<file path="config.mk">
export PLATFORM = sky130hd
export DESIGN_NAME = adcr_readout
export DESIGN_NICKNAME = d
export VERILOG_FILES = /design/src/rtl/adcr_pkg.sv /design/src/rtl/adcr_clkdiv.sv /design/src/rtl/adcr_capture.sv /design/src/rtl/adcr_seq.sv /design/src/rtl/adcr_readout.sv
export SDC_FILE = /design/constraint.sdc
export NUM_CORES = 1
export LEC_CHECK = 0
export BUFFER_PORTS_ARGS = -buffer_cell sky130_fd_sc_hd__buf_4
export CAP_MARGIN = 0
export CORE_MARGIN = 5
export CORE_UTILIZATION = 45
export CTS_BUF_LIST = sky130_fd_sc_hd__clkbuf_8 sky130_fd_sc_hd__clkbuf_16
export CTS_CLUSTER_SIZE = 8
export DETAILED_ROUTE_END_ITERATION = 12
export PLACE_DENSITY_LB_ADDON = 0.1
export SLEW_MARGIN = 20
export SYNTH_ARGS = -nofsm -noshare
export SYNTH_HDL_FRONTEND = slang
export SYNTH_HIERARCHICAL = 1
export SYNTH_SLANG_ARGS = --single-unit
</file>
<file path="constraint.sdc">
create_clock -name clk -period 7.3 [get_ports clk]
set_clock_uncertainty 0.15 [all_clocks]
set_input_delay 0.365 -clock clk [delete_from_list [all_inputs] [get_ports clk]]
set_output_delay 0.365 -clock clk [all_outputs]
set_load 0.02 [all_outputs]
</file>
<file path="src/rtl/adcr_pkg.sv">
package adcr_pkg;

  typedef enum logic [2:0] {
    ST_IDLE  = 3'd0,
    ST_SETUP = 3'd1,
    ST_LOW   = 3'd2,
    ST_HIGH  = 3'd3,
    ST_GAP   = 3'd4
  } rd_state_t;

  typedef enum logic [1:0] {
    RD_DUAL  = 2'd0,
    RD_SNG_A = 2'd1,
    RD_SNG_B = 2'd2,
    RD_RSVD  = 2'd3
  } rd_mode_t;

endpackage

</file>
<file path="src/rtl/adcr_clkdiv.sv">
module adcr_clkdiv #(
  parameter int HALF_DIV = 2
) (
  input  logic clk,
  input  logic rst_n,
  input  logic run_i,
  input  logic restart_i,
  output logic tick_o
);
  localparam int CNT_W = (HALF_DIV > 1) ? $clog2(HALF_DIV) : 1;
  localparam logic [CNT_W-1:0] LAST = CNT_W'(HALF_DIV - 1);

  logic [CNT_W-1:0] cnt_q, cnt_n;

  always_comb begin
    cnt_n = cnt_q;
    if (!run_i || restart_i) begin
      cnt_n = '0;
    end else if (cnt_q != LAST) begin
      cnt_n = cnt_q + 1'b1;
    end
  end

  always_ff @(posedge clk or negedge rst_n) begin
    if (!rst_n) begin
      cnt_q <= '0;
    end else begin
      cnt_q <= cnt_n;
    end
  end

  assign tick_o = run_i && (cnt_q == LAST);

  // a freshly started phase never ends on the next clock when the divider exceeds one
  assert_phase_len_R8: assert property (@(posedge clk) disable iff (!rst_n)
    (HALF_DIV > 1 && restart_i && run_i) |=> !tick_o);

endmodule

</file>
<file path="src/rtl/adcr_capture.sv">
module adcr_capture #(
  parameter int WORD_W = 14
) (
  input  logic              clk,
  input  logic              rst_n,
  input  logic              sample_i,
  input  logic              sdo_a_i,
  input  logic              sdo_b_i,
  output logic [WORD_W-1:0] word_a_o,
  output logic [WORD_W-1:0] word_b_o
);
  localparam int SH_W = WORD_W - 1;

  logic [SH_W-1:0] sh_a_q, sh_a_n;
  logic [SH_W-1:0] sh_b_q, sh_b_n;

  always_comb begin
    sh_a_n = sh_a_q;
    sh_b_n = sh_b_q;
    if (sample_i) begin
      sh_a_n = {sh_a_q[SH_W-2:0], sdo_a_i};
      sh_b_n = {sh_b_q[SH_W-2:0], sdo_b_i};
    end
  end

  always_ff @(posedge clk or negedge rst_n) begin
    if (!rst_n) begin
      sh_a_q <= '0;
      sh_b_q <= '0;
    end else begin
      sh_a_q <= sh_a_n;
      sh_b_q <= sh_b_n;
    end
  end

  // the word is complete in the cycle its last bit is sampled
  assign word_a_o = {sh_a_q, sdo_a_i};
  assign word_b_o = {sh_b_q, sdo_b_i};

endmodule

</file>
<file path="src/rtl/adcr_seq.sv">
module adcr_seq
  import adcr_pkg::*;
#(
  parameter int WORD_W = 14,
  parameter int NUM_CH = 8
) (
  input  logic             clk,
  input  logic             rst_n,
  input  logic             start_i,
  input  logic [1:0]       mode_i,
  input  logic             frame_i,
  input  logic             busy_i,
  input  logic             tick_i,
  output logic             run_o,
  output logic             restart_o,
  output logic             sample_o,
  output logic             word_done_o,
  output logic [$clog2(NUM_CH+1)-1:0] word_idx_o,
  output rd_mode_t         mode_o,
  output logic             cs_n_o,
  output logic             sclk_o,
  output logic             done_o
);
  localparam int BIT_W  = $clog2(WORD_W);
  localparam int IDX_W  = $clog2(NUM_CH + 1);
  localparam logic [BIT_W-1:0] BIT_LAST = BIT_W'(WORD_W - 1);
  localparam logic [IDX_W-1:0] N_DUAL   = IDX_W'(NUM_CH / 2);
  localparam logic [IDX_W-1:0] N_SINGLE = IDX_W'(NUM_CH);

  rd_state_t        state_q, state_n;
  rd_mode_t         mode_q, mode_n;
  logic             frame_q, frame_n;
  logic             busy_q;
  logic [BIT_W-1:0] bit_q, bit_n;
  logic [IDX_W-1:0] wrd_q, wrd_n;
  logic             cs_q, cs_n;
  logic             sclk_q, sclk_n;
  logic             done_q, done_n;
  logic             busy_fall;
  logic [IDX_W-1:0] n_words;
  logic             go, smp;

  assign busy_fall = busy_q && !busy_i;
  assign n_words   = (mode_q == RD_SNG_A || mode_q == RD_SNG_B) ? N_SINGLE : N_DUAL;

  always_comb begin
    state_n = state_q;
    mode_n  = mode_q;
    frame_n = frame_q;
    bit_n   = bit_q;
    wrd_n   = wrd_q;
    cs_n    = cs_q;
    sclk_n  = sclk_q;
    done_n  = 1'b0;
    go      = 1'b0;
    smp     = 1'b0;
    unique case (state_q)
      ST_IDLE: begin
        if (start_i) begin
          state_n = ST_SETUP;
          mode_n  = rd_mode_t'(mode_i);
          frame_n = frame_i;
          bit_n   = '0;
          wrd_n   = '0;
          cs_n    = 1'b0;
        end
      end
      ST_SETUP, ST_HIGH: begin
        if (tick_i && !busy_fall) begin
          go      = 1'b1;
          smp     = 1'b1;
          sclk_n  = 1'b0;
          state_n = ST_LOW;
          if (bit_q == BIT_LAST) begin
            bit_n = '0;
            wrd_n = wrd_q + 1'b1;
          end else begin
            bit_n = bit_q + 1'b1;
          end
        end
      end
      ST_LOW: begin
        if (tick_i) begin
          go     = 1'b1;
          sclk_n = 1'b1;
          if (bit_q == '0 && wrd_q == n_words) begin
            state_n = ST_IDLE;
            cs_n    = 1'b1;
            done_n  = 1'b1;
          end else if (bit_q == '0 && frame_q) begin
            state_n = ST_GAP;
            cs_n    = 1'b1;
          end else begin
            state_n = ST_HIGH;
          end
        end
      end
      ST_GAP: begin
        if (tick_i) begin
          go      = 1'b1;
          cs_n    = 1'b0;
          state_n = ST_SETUP;
        end
      end
      default: state_n = ST_IDLE;
    endcase
  end

  always_ff @(posedge clk or negedge rst_n) begin
    if (!rst_n) begin
      state_q <= ST_IDLE;
      mode_q  <= RD_DUAL;
      frame_q <= 1'b0;
      busy_q  <= 1'b0;
      bit_q   <= '0;
      wrd_q   <= '0;
      cs_q    <= 1'b1;
      sclk_q  <= 1'b1;
      done_q  <= 1'b0;
    end else begin
      state_q <= state_n;
      mode_q  <= mode_n;
      frame_q <= frame_n;
      busy_q  <= busy_i;
      bit_q   <= bit_n;
      wrd_q   <= wrd_n;
      cs_q    <= cs_n;
      sclk_q  <= sclk_n;
      done_q  <= done_n;
    end
  end

  assign run_o       = (state_q != ST_IDLE);
  assign restart_o   = go;
  assign sample_o    = smp;
  assign word_done_o = smp && (bit_q == BIT_LAST);
  assign word_idx_o  = wrd_q;
  assign mode_o      = mode_q;
  assign cs_n_o      = cs_q;
  assign sclk_o      = sclk_q;
  assign done_o      = done_q;

  // a start pulse during a transfer leaves the latched mode untouched
  assert_start_ignored_R9: assert property (@(posedge clk) disable iff (!rst_n)
    (state_q != ST_IDLE && start_i) |=> $stable(mode_q));

  // the done strobe lasts a single clock
  assert_done_pulse_R10: assert property (@(posedge clk) disable iff (!rst_n)
    done_q |=> !done_q);

  // chip select is raised only on a word boundary
  assert_cs_boundary_R6: assert property (@(posedge clk) disable iff (!rst_n)
    $rose(cs_q) |-> (bit_q == '0));

endmodule

</file>
<file path="src/rtl/adcr_readout.sv">
module adcr_readout
  import adcr_pkg::*;
#(
  parameter int WORD_W   = 14,
  parameter int NUM_CH   = 8,
  parameter int HALF_DIV = 2
) (
  input  logic                     clk,
  input  logic                     rst_n,
  input  logic                     start_i,
  input  logic [1:0]               mode_i,
  input  logic                     word_frame_i,
  input  logic                     busy_i,
  input  logic                     sdo_a_i,
  input  logic                     sdo_b_i,
  output logic                     cs_n_o,
  output logic                     sclk_o,
  output logic                     done_o,
  output logic [NUM_CH*WORD_W-1:0] ch_data_o
);
  localparam int HALF_CH = NUM_CH / 2;
  localparam int IDX_W   = $clog2(NUM_CH + 1);

  logic             rst_meta_q, rst_core_q;
  logic             run, restart, tick, sample, word_done;
  logic [IDX_W-1:0] word_idx;
  rd_mode_t         mode_q;
  logic [WORD_W-1:0] word_a, word_b, prim_word;
  int               prim_slot, sec_slot;
  logic             dual, sng_b;

  // asynchronous assertion, synchronous release
  always_ff @(posedge clk or negedge rst_n) begin
    if (!rst_n) begin
      rst_meta_q <= 1'b0;
      rst_core_q <= 1'b0;
    end else begin
      rst_meta_q <= 1'b1;
      rst_core_q <= rst_meta_q;
    end
  end

  adcr_seq #(.WORD_W(WORD_W), .NUM_CH(NUM_CH)) u_seq (
    .clk        (clk),
    .rst_n      (rst_core_q),
    .start_i    (start_i),
    .mode_i     (mode_i),
    .frame_i    (word_frame_i),
    .busy_i     (busy_i),
    .tick_i     (tick),
    .run_o      (run),
    .restart_o  (restart),
    .sample_o   (sample),
    .word_done_o(word_done),
    .word_idx_o (word_idx),
    .mode_o     (mode_q),
    .cs_n_o     (cs_n_o),
    .sclk_o     (sclk_o),
    .done_o     (done_o)
  );

  adcr_clkdiv #(.HALF_DIV(HALF_DIV)) u_div (
    .clk      (clk),
    .rst_n    (rst_core_q),
    .run_i    (run),
    .restart_i(restart),
    .tick_o   (tick)
  );

  adcr_capture #(.WORD_W(WORD_W)) u_cap (
    .clk     (clk),
    .rst_n   (rst_core_q),
    .sample_i(sample),
    .sdo_a_i (sdo_a_i),
    .sdo_b_i (sdo_b_i),
    .word_a_o(word_a),
    .word_b_o(word_b)
  );

  // channel placement: line B in single mode starts at the upper half
  always_comb begin
    dual      = (mode_q == RD_DUAL) || (mode_q == RD_RSVD);
    sng_b     = (mode_q == RD_SNG_B);
    prim_word = sng_b ? word_b : word_a;
    prim_slot = int'(word_idx) + (sng_b ? HALF_CH : 0);
    if (prim_slot >= NUM_CH) begin
      prim_slot = prim_slot - NUM_CH;
    end
    sec_slot  = int'(word_idx) + HALF_CH;
  end

  for (genvar g = 0; g < NUM_CH; g++) begin : g_ch
    logic [WORD_W-1:0] ch_q, ch_n;

    always_comb begin
      ch_n = ch_q;
      if (word_done && prim_slot == g) begin
        ch_n = prim_word;
      end else if (word_done && dual && sec_slot == g) begin
        ch_n = word_b;
      end
    end

    always_ff @(posedge clk or negedge rst_core_q) begin
      if (!rst_core_q) begin
        ch_q <= '0;
      end else begin
        ch_q <= ch_n;
      end
    end

    assign ch_data_o[g*WORD_W +: WORD_W] = ch_q;
  end

  // no serial clock fall right after BUSY dropped
  assert_busy_lockout_R7: assert property (@(posedge clk) disable iff (!rst_core_q)
    ($past(sclk_o) && !sclk_o) |-> !($past(busy_i, 2) && !$past(busy_i)));

  // serial clock idles high outside chip-select frames
  assert_sclk_idle_R6: assert property (@(posedge clk) disable iff (!rst_core_q)
    cs_n_o |-> sclk_o);

  // channel registers only move when a word completes
  assert_ch_hold_R10: assert property (@(posedge clk) disable iff (!rst_core_q)
    !word_done |=> $stable(ch_data_o));

endmodule

</file>
==> results of run 1 <==
## cell usage in the layout (no fill, tap or decap), types with 2 or more instances in the layout
master / Yosys / final
buf_4: 8 / 126
a21oi_1: 5 / 3
bufinv_16: 0 / 2
ha_1: 8 / 8
nand2b_1: 11 / 11
clkinv_2: 0 / 2
a31oi_1: 2 / 2
dfstp_2: 2 / 2
inv_1: 12 / 15
nor2b_1: 3 / 3
mux2i_1: 2 / 2
and3_1: 3 / 3
mux2_4: 20 / 20
nor2_1: 8 / 8
nand3_1: 4 / 4
clkbuf_8: 0 / 3
mux2_1: 3 / 3
clkinvlp_4: 0 / 2
clkbuf_16: 0 / 17
a21o_1: 2 / 2
o22ai_1: 3 / 3
dlygate4sd3_1: 0 / 3
nor3_1: 3 / 3
a21oi_2: 0 / 2
o21ai_1: 2 / 2
xnor2_1: 2 / 2
nand2_1: 11 / 11
nor4b_4: 2 / 2
o21ai_0: 6 / 6
mux2_2: 147 / 147
dfrtp_1: 157 / 156
## worst max-delay path, cell delays in order (launching register included)
cell	delay, ns
dfrtp_1	0.58
or3_1	0.19
and2_1	0.32
inv_1	0.14
nor4b_4	0.54
nor4bb_4	0.85
mux2_1	0.47
mux2_2	0.29
## state kept, by name (all words and copies together) (netlist names), 2 cells and up
register and cells:
g_ch.ch_q 112, u_cap/sh_a_q 13, u_cap/sh_b_q 13, u_seq/bit_q 4, u_seq/word_idx_o 4, u_seq/state_q 3
u_seq/mode_o 2
## cells by family (layout without fill, tap and decap cells)
| kind of cell | Yosys count | after routing | synth area share (%) |
|---|---|---|---|
| muxes | 172 | 172 | 29.2 |
| DFF | 159 | 159 | 57.9 |
| and+or+nand+nor | 56 | 56 | 5.22 |
| buffers and inverters | 34 | 172 | 3.26 |
| AOI/OAI and AO/OA | 28 | 28 | 2.64 |
| adders and majority gates | 8 | 8 | 1.46 |
| xor gates and xnor gates | 2 | 2 | 0.255 |
| other | 1 | 1 | 0.0545 |
## timing repair
action / CTS / global route
hold endpoints to repair: 4 / 0
gates resized for setup: 0 / 0
endpoints found under the setup margin: 0 / 0
hold buffers: 3 / 0
setup buffers: 0 / 0
## final cells by class
class | instances | area share, %
multi-input cells | 267 | 31.6
repair buffers | 131 | 11.8
inverters | 12 | 0.528
clock buffers | 20 | 5.47
flip-flops and latches | 159 | 46.7
clock inverters | 9 | 1.13
well taps | 188 | 2.76
## power groups by stage
stage	clock (uW)	sequential, uW	combinational [uW]
3_3_place_gp	0	1110	595
4_1_cts	867	1110	613
3_5_place_dp	0	1120	608
6_report	842	1100	612
2_1_floorplan	0	1080	523
5_1_grt	899	1120	677
## per-layer routing
metal  up-vias  track usage, %
met1      2046            23.5
met4         0            7.54
met2       107            26.2
met5         -               0
li1       1884               -
met3        32            5.59
## per-stage QoR
stage	util (%)	total power, uW	cells
after CTS	56.4	2580	785
after global placement	52.4	1710	753
after global routing	56.5	2700	786
after floorplan	-	1600	460
after detailed placement	52.4	1730	753
final	56.5	2550	786
## path summary, 6_finish.rpt
path                             startpoint         endpoint  slack, ns  cells after the start
setup / recovery           u_seq/state_q[2]  g_ch[6].ch_q[0]       3.65                      7
hold / removal                    mode_i[0]  u_seq/mode_o[0]       0.03                      2
setup reg to reg           u_seq/state_q[2]  g_ch[6].ch_q[0]       3.65                      7
hold reg to reg                  rst_core_q  g_ch[7].ch_q[4]       0.14                      0
max in group asynchronous        rst_core_q  g_ch[3].ch_q[3]       5.77                      1
min in group asynchronous             rst_n       rst_core_q       0.11                      2
==> reports/results.tsv, run 1 <==
stage	metric	value	unit
outcome	run_status	finished, final reports clean	
sta	setup_viol	0	
final_layout	drive_above_1_share	56.0	%
floorplanning	die_area	17900	um^2
route	highest_layer	met4	
synth	synth_warnings	6	
sta	tns	0	ns
grt	grt_pass1_vias	4455	
synth	yosys-top-cells-count	157 x dfrtp_1, 147 x mux2_2, 20 x mux2_4, 12 x inv_1	
power_and_ir_drop	power.leakage	0.00439	uW
synth	post-synth-top-area-cell	dfrtp_1	
floorplanning	die_h	134	um
final_layout	postLayoutCellArea	8530	um^2
sta	min_period_over_period	50.0	%
setup_path	crit_required	7.45	ns
final_layout	nFillCells	1223	
route	antenna_left	0	
synth	ys_seq_area_share	57.9	%
min_path	min-delay-path-class	in -> reg	
final_layout	regArea	3990	um^2
route	wl_met2	6670	um
final_layout	multi_input_area	2690	um^2
placement	dp_hpwl	10300	um
final_layout	final_net_count	605	
sta	rsz0062_at_grt	no	
placement	portBuffers	123	
route	wl_per_cell	18.6	um
clock_tree	path_clk_slew	0.06	ns
synth	synth-edff-count	0	
clock_tree	cts_max_path_buffers	2	
synth	synth_seq_cells	159	
route	first_pass_iters	5	
floorplanning	die_w	134	um
sta	setup_ws	3.65	ns
clock_tree	clkSinkCount	159	
power_and_ir_drop	swShare	28.9	%
power_and_ir_drop	p_per_area	299	nW/um^2
synth	synthFlopType	dfrtp_1	
synth	ys_types	47	
clock_tree	numCtsBuffers	17	
final_layout	synthToLayoutAreaGrowth	24.0	%
sta	period_needed	3.65	ns
setup_path	cp.arrival	3.80	ns
floorplanning	num_rows	45	
grt	grtUsageTotal	17.5	%
route	drtIter0Drc	116	
placement	pre_cts_ws	3.68	ns
synth	synth-async-reset-ratio	100	%
sta	worst_pin_slew	0.943	ns
grt	antenna_found_initial	0	
route	num_vias	4069	
power_and_ir_drop	p_switching	738	uW
synth	synth_area	6880	um^2
synth	synth_nets	477	
route	wirelength	14600	um
route	wl_met1	6730	um
floorplanning	ioPinCount	124	
floorplanning	initial_core_util	45.6	%
route	drc	0	
power_and_ir_drop	intPower	1820	uW
floorplanning	core	15100	um^2
power_and_ir_drop	clockPowerShare	33.0	%
sta	max_freq	0.274	GHz
placement	gp_congestion	0.797	
power_and_ir_drop	p_seq_share	43.1	%
setup_path	start_kind	flop	
power_and_ir_drop	pwr-share-comb	24.0	%
route	route.met3.wl	803	um
sta	holdWs	0.0332	ns
sta	finalHoldViolations	0	
clock_tree	cts_tree	built	
clock_tree	cts_root_buf	clkbuf_16	
synth	avgSynthCellArea	14.9	um^2
setup_path	crit_type	reg -> reg	
final_layout	antenna_cells	0	
setup_path	worstSetupEndpointType	flop	
power_and_ir_drop	ir_worst_vdd	0.158	mV
clock_tree	clk_latency	0.42	ns
synth	yosysTopAreaCellShare	57.1	%
synth	syn_inst	460	
grt	grt_pass1_wl	24400	um
sta	slew_headroom	37.0	%
grt	grt.overflow.total	0	
synth	synth_area_leaders	dfrtp_1 57%, mux2_2 24%, mux2_4 4.4%, ha_1 1.5%, nand2b_1 1.0%	
job	maxCapViolations	0	
synth	yosysMostFrequentCell	dfrtp_1	
placement	placed_cell_area	7910	um^2
setup_path	worstPathMaxFanout	14	
sta	drv_slew	0	
route	via_per_inst	5.18	
grt	grt_max_degree	84	
clock_tree	cts_htree_levels	4	
Note: power is estimated with default switching activity, not from simulation.
==> run 2, diff against run 1 <==
clock period = 3.02 ns   (was 7.3 ns; I/O delays follow)
==> reports/results.tsv, run 2 (synthesis results as in run 1) <==
stage	metric	value	unit
route	num_vias	4167	
sta	period_needed	2.66	ns
placement	portBuffers	123	
power_and_ir_drop	intPower	4500	uW
final_layout	drive_above_1_share	56.9	%
setup_path	start_kind	flop	
placement	place_inst	767	
route	antenna_left	0	
setup_path	crit_type	reg -> reg	
route	drc	0	
sta	slew_headroom	62.7	%
grt	grt_max_degree	84	
power_and_ir_drop	p_seq_share	41.0	%
power_and_ir_drop	clockPowerShare	34.1	%
final_layout	final_net_count	623	
sta	worst_pin_slew	0.557	ns
setup_path	crit_required	3.18	ns
route	first_pass_iters	4	
placement	pre_cts_ws	0.383	ns
grt	antenna_found_initial	0	
clock_tree	cts_root_buf	clkbuf_16	
route	wl_per_cell	18.9	um
clock_tree	cts_max_path_buffers	2	
final_layout	final_cells	807	
final_layout	layout_commonest_cell	dfrtp_1	
final_layout	layout_common_cells	156 x dfrtp_1, 147 x mux2_2, 139 x buf_4	
sta	max_freq	0.376	GHz
final_layout	antenna_cells	0	
power_and_ir_drop	p_switching	1910	uW
sta	min_period_over_period	88.0	%
clock_tree	path_clk_slew	0.06	ns
final_layout	max_flop_register	g_ch.ch_q	
sta	drv_slew	0	
floorplanning	die_w	134	um
placement	dp_hpwl	10600	um
clock_tree	numCtsBuffers	17	
job	maxCapViolations	0	
power_and_ir_drop	power.leakage	0.00448	uW
setup_path	worstPathMaxFanout	14	
floorplanning	initial_core_util	45.6	%
grt	grtUsageTotal	17.9	%
floorplanning	die_area	17900	um^2
sta	finalHoldViolations	0	
clock_tree	clkSinkCount	159	
final_layout	synthToLayoutAreaGrowth	26.9	%
floorplanning	ioPinCount	124	
power_and_ir_drop	p_per_area	735	nW/um^2
power_and_ir_drop	ir_worst_vdd	0.406	mV
grt	grt_pass1_vias	4574	
setup_path	worstSetupEndpointType	flop	
final_layout	regArea	3990	um^2
clock_tree	clk_latency	0.42	ns
route	drtIter0Drc	148	
route	wirelength	15200	um
route	via_per_inst	5.16	
sta	tns	0	ns
clock_tree	cts_tree	built	
min_path	min-delay-path-class	in -> reg	
power_and_ir_drop	pwr-share-comb	24.9	%
outcome	run_status	finished, final reports clean	
final_layout	postLayoutCellArea	8730	um^2
setup_path	cp.arrival	2.81	ns
grt	grt_pass1_wl	24900	um
final_layout	reg_top3	g_ch.ch_q: 112 flops, u_cap/sh_a_q: 13 flops, u_cap/sh_b_q: 13 flops	
placement	placed_cell_area	8040	um^2
grt	grt.overflow.total	0	
power_and_ir_drop	swShare	29.9	%
sta	setup_viol	0	
floorplanning	num_rows	45	
sta	setup_ws	0.363	ns
clock_tree	cts_htree_levels	4	
final_layout	nFillCells	1258	
final_layout	largest_reg_flops	112	
final_layout	multi_input_area	2690	um^2
placement	gp_congestion	0.791	
floorplanning	die_h	134	um
floorplanning	core	15100	um^2
sta	holdWs	0.0365	ns
sta	rsz0062_at_grt	no	
## run 2: repair_timing
item | in CTS | in global routing
gates resized for setup | 0 | 0
hold buffers | 8 | 0
setup buffers | 0 | 0
hold endpoints to repair | 8 | 0
## run 2: final timing paths
kind	from	to	slack, ns	cells past startpoint
max	u_seq/state_q[2]	g_ch[6].ch_q[1]	0.36	7
min	start_i	u_seq/cs_n_o	0.04	4
min reg2reg	rst_core_q	g_ch[6].ch_q[4]	0.21	1
max reg2reg	u_seq/state_q[2]	g_ch[6].ch_q[1]	0.36	7
max in group asynchronous	rst_core_q	g_ch[2].ch_q[8]	2.14	1
min in group asynchronous	rst_core_q	g_ch[6].ch_q[4]	0.21	1
## run 2: per-layer routing
layer,GRT usage (%),routed length [um]
met1,24.2,7110
met2,26.8,6760
met3,7.18,1130
met4,5.14,209
met5,0,0
## run 2: layout make-up
type | instances | area share, %
flip-flops and latches | 159 | 45.7
multi-input cells | 267 | 30.8
repair buffers | 149 | 13.3
clock buffers | 18 | 5.03
well taps | 188 | 2.70
clock inverters | 14 | 1.92
inverters | 12 | 0.516
## run 2: power by group through the flow
stage	Sequential [uW]	Combinational [uW]	Clock (uW)
floorplan	2610	1260	0
global placement	2670	1540	0
detailed placement	2670	1590	0
CTS	2630	1610	2240
global route	2670	1740	2330
finish	2630	1600	2180
## run 2: per-stage QoR
stage | total power (uW) | utilization (%)
after floorplan | 3870 | -
after global placement | 4210 | 53.3
after detailed placement | 4260 | 53.3
after CTS | 6480 | 57.8
after global routing | 6740 | 57.8
final | 6410 | 57.8
## run 2: critical path: stages, from the launching register on
cell and delay, ns:
dfrtp_1 0.38, buf_4 0.18, and2b_4 0.28, nor4b_4 0.32, nor4bb_4 0.25, buf_4 0.28, mux2_2 0.42, mux2_2 0.27
==> run 3, diff against run 2 <==
CORE_UTILIZATION = 30   (was 45)
==> reports/results.tsv, run 3 (synthesis results as in run 1) <==
stage	metric	value	unit
route	wirelength	16600	um
setup_path	crit_type	reg -> reg	
clock_tree	cts_tree	built	
final_layout	largest_reg_flops	112	
final_layout	postLayoutCellArea	8830	um^2
setup_path	worstSetupEndpointType	flop	
power_and_ir_drop	p_seq_share	41.1	%
outcome	run_status	finished, final reports clean	
final_layout	drive_above_1_share	57.4	%
route	first_pass_iters	4	
route	via_per_inst	4.58	
sta	drv_slew	0	
final_layout	synthToLayoutAreaGrowth	28.5	%
final_layout	layout_commonest_cell	dfrtp_1	
sta	tns	0	ns
min_path	min-delay-path-class	reg -> async	
route	antenna_left	0	
placement	placed_cell_area	8150	um^2
sta	setup_viol	0	
setup_path	worstPathMaxFanout	14	
sta	worst_pin_slew	0.589	ns
floorplanning	ioPinCount	124	
setup_path	crit_required	3.17	ns
final_layout	layout_common_cells	156 x dfrtp_1, 147 x mux2_2, 139 x buf_4	
final_layout	reg_top3	g_ch.ch_q: 112 flops, u_cap/sh_a_q: 13 flops, u_cap/sh_b_q: 13 flops	
route	num_vias	4143	
floorplanning	die_w	161	um
sta	finalHoldViolations	0	
clock_tree	cts_htree_levels	4	
grt	grt_max_degree	82	
power_and_ir_drop	p_switching	2040	uW
sta	period_needed	2.85	ns
grt	grtUsageTotal	13.4	%
floorplanning	die_area	26100	um^2
floorplanning	initial_core_util	30.4	%
power_and_ir_drop	swShare	31.9	%
floorplanning	core	22600	um^2
clock_tree	clkSinkCount	159	
final_layout	max_flop_register	g_ch.ch_q	
clock_tree	numCtsBuffers	17	
power_and_ir_drop	power.leakage	0.00447	uW
power_and_ir_drop	intPower	4350	uW
sta	max_freq	0.351	GHz
grt	grt.overflow.total	0	
route	wl_per_cell	18.4	um
sta	rsz0062_at_grt	no	
power_and_ir_drop	pwr-share-comb	25.1	%
grt	grt_pass1_wl	27100	um
job	maxCapViolations	0	
placement	dp_hpwl	11800	um
placement	gp_congestion	0.752	
route	drc	0	
clock_tree	cts_max_path_buffers	2	
power_and_ir_drop	ir_worst_vdd	0.324	mV
grt	grt_pass1_vias	4509	
grt	antenna_found_initial	0	
route	drtIter0Drc	130	
placement	portBuffers	123	
final_layout	final_net_count	623	
clock_tree	cts_root_buf	clkbuf_16	
floorplanning	die_h	161	um
power_and_ir_drop	p_per_area	724	nW/um^2
setup_path	cp.arrival	3.01	ns
final_layout	antenna_cells	0	
placement	place_inst	863	
floorplanning	num_rows	55	
sta	slew_headroom	60.7	%
final_layout	final_cells	904	
clock_tree	path_clk_slew	0.07	ns
clock_tree	clk_latency	0.42	ns
sta	min_period_over_period	94.5	%
setup_path	start_kind	flop	
final_layout	nFillCells	2121	
power_and_ir_drop	clockPowerShare	33.8	%
run 3: cell types whose count changed in the layout (fill, tap and decap cells not counted), sizes merged:
cell	before	now
clkinvlp	5	3
bufinv	3	1
inv	14	21
clkbuf	18	17
buf	141	140
dlygate4sd3	8	9
clkinv	4	2
run 3: per-layer routing:
metal,part of all wire (%),wire length (um),global-route usage (%),vias to the layer above
met3,5.1,844,3.98,15
li1,-,-,-,1931
met5,0,0,0,-
met2,44,7380,19.9,102
met1,49,8230,19.1,2095
met4,1.1,189,3.49,0
run 3: final cells by class:
type	instances	area, um^2	share of cell area [%]
flip-flops and latches	159	3990	45.1
repair buffers	149	1150	13.1
multi-input cells	267	2700	30.6
clock buffers	17	425	4.82
well taps	285	357	4.04
inverters	12	45.0	0.510
clock inverters	15	166	1.88
run 3: path summary, 6_finish.rpt:
kind,startpoint,endpoint,slack (ns),cells after the start
max,u_seq/state_q[2],g_ch[7].ch_q[0],0.17,7
min,rst_core_q,g_ch[5].ch_q[13],0.19,0
max reg2reg,u_seq/state_q[2],g_ch[7].ch_q[0],0.17,7
min reg2reg,rst_core_q,g_ch[5].ch_q[13],0.19,0
max in group asynchronous,rst_core_q,g_ch[7].ch_q[6],1.64,1
min in group clk,rst_meta_q,rst_core_q,0.22,0
run 3: timing repair:
item	in CTS	in global routing
resized for setup	0	0
setup buffers	0	0
hold buffers	9	0
hold endpoints to repair	9	0
run 3: critical path: stages, from the launching register on:
cell and delay (ns):
dfrtp_1 0.38, buf_4 0.18, and2b_4 0.28, nor4b_4 0.43
nor4bb_4 0.27, buf_4 0.28, mux2_1 0.46, mux2_2 0.30
run 3: metrics by stage:
| step | setup slack [ns] | hold slack (ns) | utilization, % | power, uW |
|---|---|---|---|---|
| floorplan | 0.223 | -0.295 | - | 3870 |
| global placement | 0.236 | -0.217 | 36.0 | 4260 |
| detailed placement | 0.180 | -0.215 | 36.0 | 4300 |
| CTS | 0.164 | 0.214 | 39.0 | 6510 |
| global route | 0.0164 | 0.224 | 39.0 | 6790 |
| finish | 0.167 | 0.186 | 39.0 | 6400 |
run 3: power groups by stage:
stage | Sequential (uW) | Combinational [uW] | Clock (uW)
2_1_floorplan | 2610 | 1260 | 0
3_3_place_gp | 2680 | 1580 | 0
3_5_place_dp | 2680 | 1620 | 0
4_1_cts | 2630 | 1640 | 2240
5_1_grt | 2680 | 1780 | 2340
6_report | 2630 | 1610 | 2160
